$ cat src/rtl/cbr_ref_pkg.sv
package cbr_ref_pkg;
  typedef enum logic [1:0] {ENG_IDLE, ENG_CAS, ENG_RAS, ENG_PRE} eng_state_t;
  typedef enum logic [1:0] {PH_PWRUP, PH_INIT, PH_RUN} phase_t;
endpackage

$ cat src/rtl/ref_period_timer.sv
module ref_period_timer #(
  parameter int PERIOD = 780
) (
  input  logic clk,
  input  logic rst,
  input  logic en,
  output logic tick
);
  localparam int W = $clog2(PERIOD + 1);
  localparam logic [W-1:0] LAST = W'(PERIOD - 1);

  logic [W-1:0] cnt;

  always_ff @(posedge clk) begin
    if (rst || !en)      cnt <= '0;
    else if (cnt == LAST) cnt <= '0;
    else                  cnt <= cnt + 1'b1;
  end

  assign tick = en && (cnt == LAST);
endmodule

$ cat src/rtl/ref_debt_ctr.sv
module ref_debt_ctr #(
  parameter int MAX = 8
) (
  input  logic clk,
  input  logic rst,
  input  logic inc,
  input  logic dec,
  output logic owed
);
  localparam int W = $clog2(MAX + 1);
  localparam logic [W-1:0] TOP = W'(MAX);

  logic [W-1:0] cnt, cnt_nx;

  always_comb begin
    cnt_nx = cnt;
    case ({inc, dec})
      2'b10:   if (cnt != TOP) cnt_nx = cnt + 1'b1;
      2'b01:   if (cnt != '0)  cnt_nx = cnt - 1'b1;
      default: cnt_nx = cnt;
    endcase
  end

  always_ff @(posedge clk) begin
    if (rst) begin
      cnt  <= '0;
      owed <= 1'b0;
    end else begin
      cnt  <= cnt_nx;
      owed <= (cnt_nx != '0);
    end
  end
endmodule

$ cat src/rtl/cbr_cycle_engine.sv
module cbr_cycle_engine
  import cbr_ref_pkg::*;
#(
  parameter int SETUP_CYC   = 1,
  parameter int RAS_LOW_CYC = 4,
  parameter int PRECHG_CYC  = 3
) (
  input  logic clk,
  input  logic rst,
  input  logic start,
  output logic idle,
  output logic done,
  output logic ras_n,
  output logic cas_n
);
  localparam int MAXD = (SETUP_CYC > RAS_LOW_CYC)
                        ? ((SETUP_CYC > PRECHG_CYC) ? SETUP_CYC : PRECHG_CYC)
                        : ((RAS_LOW_CYC > PRECHG_CYC) ? RAS_LOW_CYC : PRECHG_CYC);
  localparam int CW = $clog2(MAXD + 1);

  eng_state_t     st, st_nx;
  logic [CW-1:0]  cnt, cnt_nx;

  always_comb begin
    st_nx  = st;
    cnt_nx = cnt;
    done   = 1'b0;
    case (st)
      ENG_IDLE: if (start) begin
        st_nx  = ENG_CAS;
        cnt_nx = CW'(SETUP_CYC - 1);
      end
      ENG_CAS: if (cnt == '0) begin
        st_nx  = ENG_RAS;
        cnt_nx = CW'(RAS_LOW_CYC - 1);
      end else cnt_nx = cnt - 1'b1;
      ENG_RAS: if (cnt == '0) begin
        st_nx  = ENG_PRE;
        cnt_nx = CW'(PRECHG_CYC - 1);
      end else cnt_nx = cnt - 1'b1;
      ENG_PRE: if (cnt == '0) begin
        st_nx = ENG_IDLE;
        done  = 1'b1;
      end else cnt_nx = cnt - 1'b1;
      default: st_nx = ENG_IDLE;
    endcase
  end

  always_ff @(posedge clk) begin
    if (rst) begin
      st    <= ENG_IDLE;
      cnt   <= '0;
      ras_n <= 1'b1;
      cas_n <= 1'b1;
    end else begin
      st    <= st_nx;
      cnt   <= cnt_nx;
      ras_n <= (st_nx != ENG_RAS);
      cas_n <= !((st_nx == ENG_CAS) || (st_nx == ENG_RAS));
    end
  end

  assign idle = (st == ENG_IDLE);
endmodule

$ cat src/rtl/cbr_refresh_sched.sv
module cbr_refresh_sched
  import cbr_ref_pkg::*;
#(
  parameter int PWRUP_CYC    = 5000,
  parameter int INIT_REFS    = 8,
  parameter int INTERVAL_CYC = 780,
  parameter int DEBT_MAX     = 8,
  parameter int SETUP_CYC    = 1,
  parameter int RAS_LOW_CYC  = 4,
  parameter int PRECHG_CYC   = 3
) (
  input  logic       clk,
  input  logic       rst,
  input  logic       ref_gnt,
  output logic       ref_req,
  output logic       ras_n,
  output logic       cas_n,
  output logic [1:0] we_n,
  output logic       oe_n,
  output logic       init_done
);
  localparam int IW = $clog2(INIT_REFS + 1);
  localparam logic [IW-1:0] INIT_LAST = IW'(INIT_REFS - 1);

  phase_t        phase;
  logic [IW-1:0] init_cnt;
  logic          pwr_tick, int_tick;
  logic          eng_idle, eng_done, eng_start;
  logic          in_run;

  assign in_run = (phase == PH_RUN);

  ref_period_timer #(.PERIOD(PWRUP_CYC)) u_pwr_tmr (
    .clk(clk), .rst(rst), .en(phase == PH_PWRUP), .tick(pwr_tick));

  ref_period_timer #(.PERIOD(INTERVAL_CYC)) u_int_tmr (
    .clk(clk), .rst(rst), .en(in_run), .tick(int_tick));

  ref_debt_ctr #(.MAX(DEBT_MAX)) u_debt (
    .clk(clk), .rst(rst),
    .inc(in_run && int_tick), .dec(in_run && eng_done),
    .owed(ref_req));

  always_comb begin
    case (phase)
      PH_INIT: eng_start = eng_idle;
      PH_RUN:  eng_start = eng_idle && ref_req && ref_gnt;
      default: eng_start = 1'b0;
    endcase
  end

  cbr_cycle_engine #(
    .SETUP_CYC(SETUP_CYC), .RAS_LOW_CYC(RAS_LOW_CYC), .PRECHG_CYC(PRECHG_CYC)
  ) u_eng (
    .clk(clk), .rst(rst), .start(eng_start),
    .idle(eng_idle), .done(eng_done), .ras_n(ras_n), .cas_n(cas_n));

  always_ff @(posedge clk) begin
    if (rst) begin
      phase     <= PH_PWRUP;
      init_cnt  <= '0;
      init_done <= 1'b0;
    end else begin
      case (phase)
        PH_PWRUP: if (pwr_tick) phase <= PH_INIT;
        PH_INIT: if (eng_done) begin
          init_cnt <= init_cnt + 1'b1;
          if (init_cnt == INIT_LAST) begin
            phase     <= PH_RUN;
            init_done <= 1'b1;
          end
        end
        default: phase <= PH_RUN;
      endcase
    end
  end

  always_ff @(posedge clk) begin
    we_n <= 2'b11;
    oe_n <= 1'b1;
  end
endmodule

$ cat config.mk
export PLATFORM = sky130hd
export DESIGN_NAME = cbr_refresh_sched
export DESIGN_NICKNAME = d
export VERILOG_FILES = /design/src/rtl/cbr_ref_pkg.sv /design/src/rtl/ref_period_timer.sv /design/src/rtl/ref_debt_ctr.sv /design/src/rtl/cbr_cycle_engine.sv /design/src/rtl/cbr_refresh_sched.sv
export SDC_FILE = /design/constraint.sdc
export NUM_CORES = 1
export LEC_CHECK = 0
export ABC_AREA = 1
export BUFFER_PORTS_ARGS = -buffer_cell sky130_fd_sc_hd__buf_4
export CAP_MARGIN = 0
export CORE_UTILIZATION = 53
export DETAILED_ROUTE_END_ITERATION = 10
export PLACE_DENSITY_LB_ADDON = 0.15
export SETUP_SLACK_MARGIN = 0.1
export SKIP_LAST_GASP = 1
export SYNTH_ARGS = -nofsm -noshare
export SYNTH_HDL_FRONTEND = slang
export SYNTH_SLANG_ARGS = --single-unit
export TNS_END_PERCENT = 30
$ cat constraint.sdc
create_clock -name clk -period 1.8 [get_ports clk]
set_input_delay 0.27 -clock clk [delete_from_list [all_inputs] [get_ports clk]]
set_output_delay 0.27 -clock clk [all_outputs]
set_load 0.05 [all_outputs]
==> impl_metrics.json <==
{
  "status": "complete, no violations",
  "min_to": "phase[1]",
  "period_needed_ns": 1.73,
  "synth_top_area_cell": "dfxtp_1",
  "power.total_mw": 2.73,
  "critPathCaptureType": "flip-flop",
  "crit_path_start_kind": "flip-flop",
  "path_buf_inv": 4,
  "clockBufferDepth": 2,
  "cts_root_buf": "clkbuf_8",
  "dp_hpwl_mm": 2.83,
  "setup_viol": 0,
  "crit_type": "flip-flop to flip-flop",
  "die_h_um": 65.7,
  "max_stage_delay_ns": 0.33,
  "cts_buffers": 5,
  "reg2reg_from": "u_int_tmr.cnt[5]",
  "grt_max_degree": 14,
  "maxCapViolations": 0,
  "path_common_cell": "nand2_1",
  "route.detailed.drc": 0,
  "diodes": 0,
  "grt_usage_pct": 22.3,
  "fin_skew_ns": 0.00620,
  "clk_pin_slew_worst_paths_ns": 0.08,
  "htreeDepth": 2,
  "hold_violations": 0,
  "yosysWarningCount": 0,
  "critical_path.startpoint": "u_int_tmr.cnt[5]",
  "crit_chain": "inv_2 -> nand2_2 -> nor3_2 -> nand4_1 -> nor2_1 -> inv_1 -> ha_4 -> inv_4 -> nand2_4 -> nand2_2 -> nand2_1 -> nand2_1 -> nand2_1 -> inv_1 -> nand3_1",
  "synth_cell_type_count": 29,
  "wl_mm": 4.19,
  "worst-path-max-fanout": 4,
  "slowest_stage": "dfxtp_2",
  "core_um2": 3770,
  "ir_worst_vdd_mv": 0.682,
  "grt_pass1_wl_mm": 7.32,
  "fmaxAchievable_mhz": 578,
  "antenna_found_initial": 0,
  "postSynthAreaPerCell_um2": 7.11,
  "setup-tns-final_ns": 0,
  "synth_cells": 302,
  "port_buffers": 6,
  "cts_tree": "built",
  "hold_path.class": "input pin to flip-flop",
  "die_w_um": 65.7,
  "grt_pass1_vias": 1810,
  "ys_ff_latch": 42,
  "wl_per_cell_um": 10.9,
  "ff2ff_setup_slack_ns": 0.07,
  "dieArea_um2": 4310,
  "grt-ovfl-total": 0,
  "start_util_pct": 57.0,
  "route.vias.total": 1904,
  "finalCritPeriodShare_pct": 96.2,
  "holdPathStages": 2,
  "p_leak_nw": 1.12,
  "cts_sinks": 42,
  "netlist_area_um2": 2150,
  "seq_area_frac_synth_pct": 39.1,
  "crit_family": "simple AND/OR/NAND/NOR gates",
  "cp.arrival_ns": 1.92,
  "yosysTopAreaCellShare_pct": 39.1,
  "row_count": 22,
  "netlist_top_cells_area": "dfxtp_1, nand2_1, inv_1, ha_1, nor2_1",
  "worstPathRequired_ns": 1.99,
  "holdBufCountCts": 0,
  "viasPerCell": 4.97,
  "first_pass_iters": 4,
  "layout-drive-gt1-share_pct": 26.3,
  "fin_nets": 351,
  "drv_slew": 0,
  "gp_congestion": 0.956,
  "pin_count": 10,
  "rsz0062_at_grt": "true",
  "drt-initial-drc-count": 84,
  "insertion_delay_ns": 0.30,
  "powerDensity_nw_per_um2": 1020,
  "hp-start": "rst",
  "r2r_end": "u_debt.owed",
  "r2r.worst_path.cells": 15,
  "ant_nets": 0,
  "area_delta_synth_final_pct": 23.9
}
## layout by cell type, fill, tap and decap left out, types with 2 or more instances in the layout
cell type	instances
xnor2_1	2
nand2_1	53
nand4_1	6
dfxtp_2	8
buf_4	27
dfxtp_1	34
nor3b_1	2
or2_0	2
nand2_2	12
xor2_1	6
nor3_1	7
inv_2	8
nand2_4	4
nor2_4	3
nor2_2	3
o21ai_0	8
nand3_1	20
a21oi_1	17
conb_1	3
ha_4	5
ha_1	8
inv_4	2
clkbuf_8	6
nor2_1	35
inv_1	39
## routing by layer
layer / vias up / GRT usage, % / wire length [um]
met3: 7 / 6.25 / 130
met2: 25 / 38.4 / 2000
met5: - / 0 / 0
met1: 868 / 25.4 / 1980
li1: 1004 / - / -
met4: 0 / 9.78 / 77
## power breakdown
| group | switching [mW] | internal [mW] |
|---|---|---|
| Sequential | 0.0677 | 1.03 |
| Clock | 0.328 | 0.308 |
| Combinational | 0.600 | 0.393 |
## area by class of cell
class	count	area, um2
clock inverters	2	12.5
clock buffers	6	82.6
inverters	49	189
repair buffers	28	214
multi-input cells	208	1250
flip-flops and latches	42	851
well taps	48	60.1
fillers	291	1110
## sequential cells by signal (all words and copies together), names as in the netlist
name / cells
u_debt.cnt: 4
init_done: 1
u_pwr_tmr.cnt: 13
init_cnt: 4
u_eng.cnt: 3
u_int_tmr.cnt: 10
phase: 2
u_debt.owed: 1
u_eng.st: 2
u_eng.ras_n: 1
u_eng.cas_n: 1
## cell usage after synthesis (all sizes together)
| master | number |
|---|---|
| clkbuf | 1 |
| a21oi | 18 |
| inv | 49 |
| o21ai | 10 |
| nor3b | 2 |
| nand3 | 21 |
| ha | 14 |
| nor2 | 41 |
| o21a | 1 |
| o211a | 1 |
| nor3 | 9 |
| xor2 | 6 |
| dfxtp | 42 |
| o22ai | 1 |
| buf | 4 |
| or2 | 3 |
| conb | 1 |
| nand4 | 6 |
| and3 | 1 |
| nand2 | 69 |
| xnor2 | 2 |
## metrics by stage
step           setup slack [ns]  hold WS [ns]  utilization, %  area, um2  cells
4_1_cts                  0.0767         0.232            67.7       2550    379
6_report                 0.0691         0.242            70.6       2660    383
3_3_place_gp             0.0229         0.426            62.2       2350    366
2_1_floorplan             0.108         0.383               -       2180    304
3_5_place_dp            -0.0264         0.439            62.2       2350    366
5_1_grt                 -0.0821         0.244            70.6       2660    383
## cells by family after synthesis
group / synth area share, %
simple gates: 31.5
buf+inv: 10.0
fa+ha+maj: 8.15
xor+xnor: 3.26
flops: 39.1
compound gates: 7.80
other cells: 0.175
## worst register-to-register path, cell delays in order (launching register included)
cell,delay (ns)
dfxtp_2,0.33
inv_2,0.06
nand2_2,0.05
nor3_2,0.10
nand4_1,0.12
nor2_1,0.16
inv_1,0.10
ha_4,0.27
inv_4,0.07
nand2_4,0.05
nand2_2,0.05
nand2_1,0.04
nand2_1,0.06
nand2_1,0.05
inv_1,0.04
nand3_1,0.06
## how the worst max path moves through the flow
stage             endpoint  slack, ns  depth (start not counted)
2_1_floorplan  u_debt.owed       0.11                         14
4_1_cts        u_debt.owed       0.08                         15
3_5_place_dp   u_debt.owed      -0.03                         15
5_1_grt        u_debt.owed      -0.08                         15
6_report       u_debt.owed       0.07                         15
3_3_place_gp   u_debt.owed       0.02                         15
## what timing repair did
item	in CTS	in global routing
setup buffers	5	4
hold endpoints to repair	0	0
setup endpoints to repair	5	7
gates resized for setup	24	23
pin swaps	12	9
Note: power is estimated with default switching activity, not from simulation.
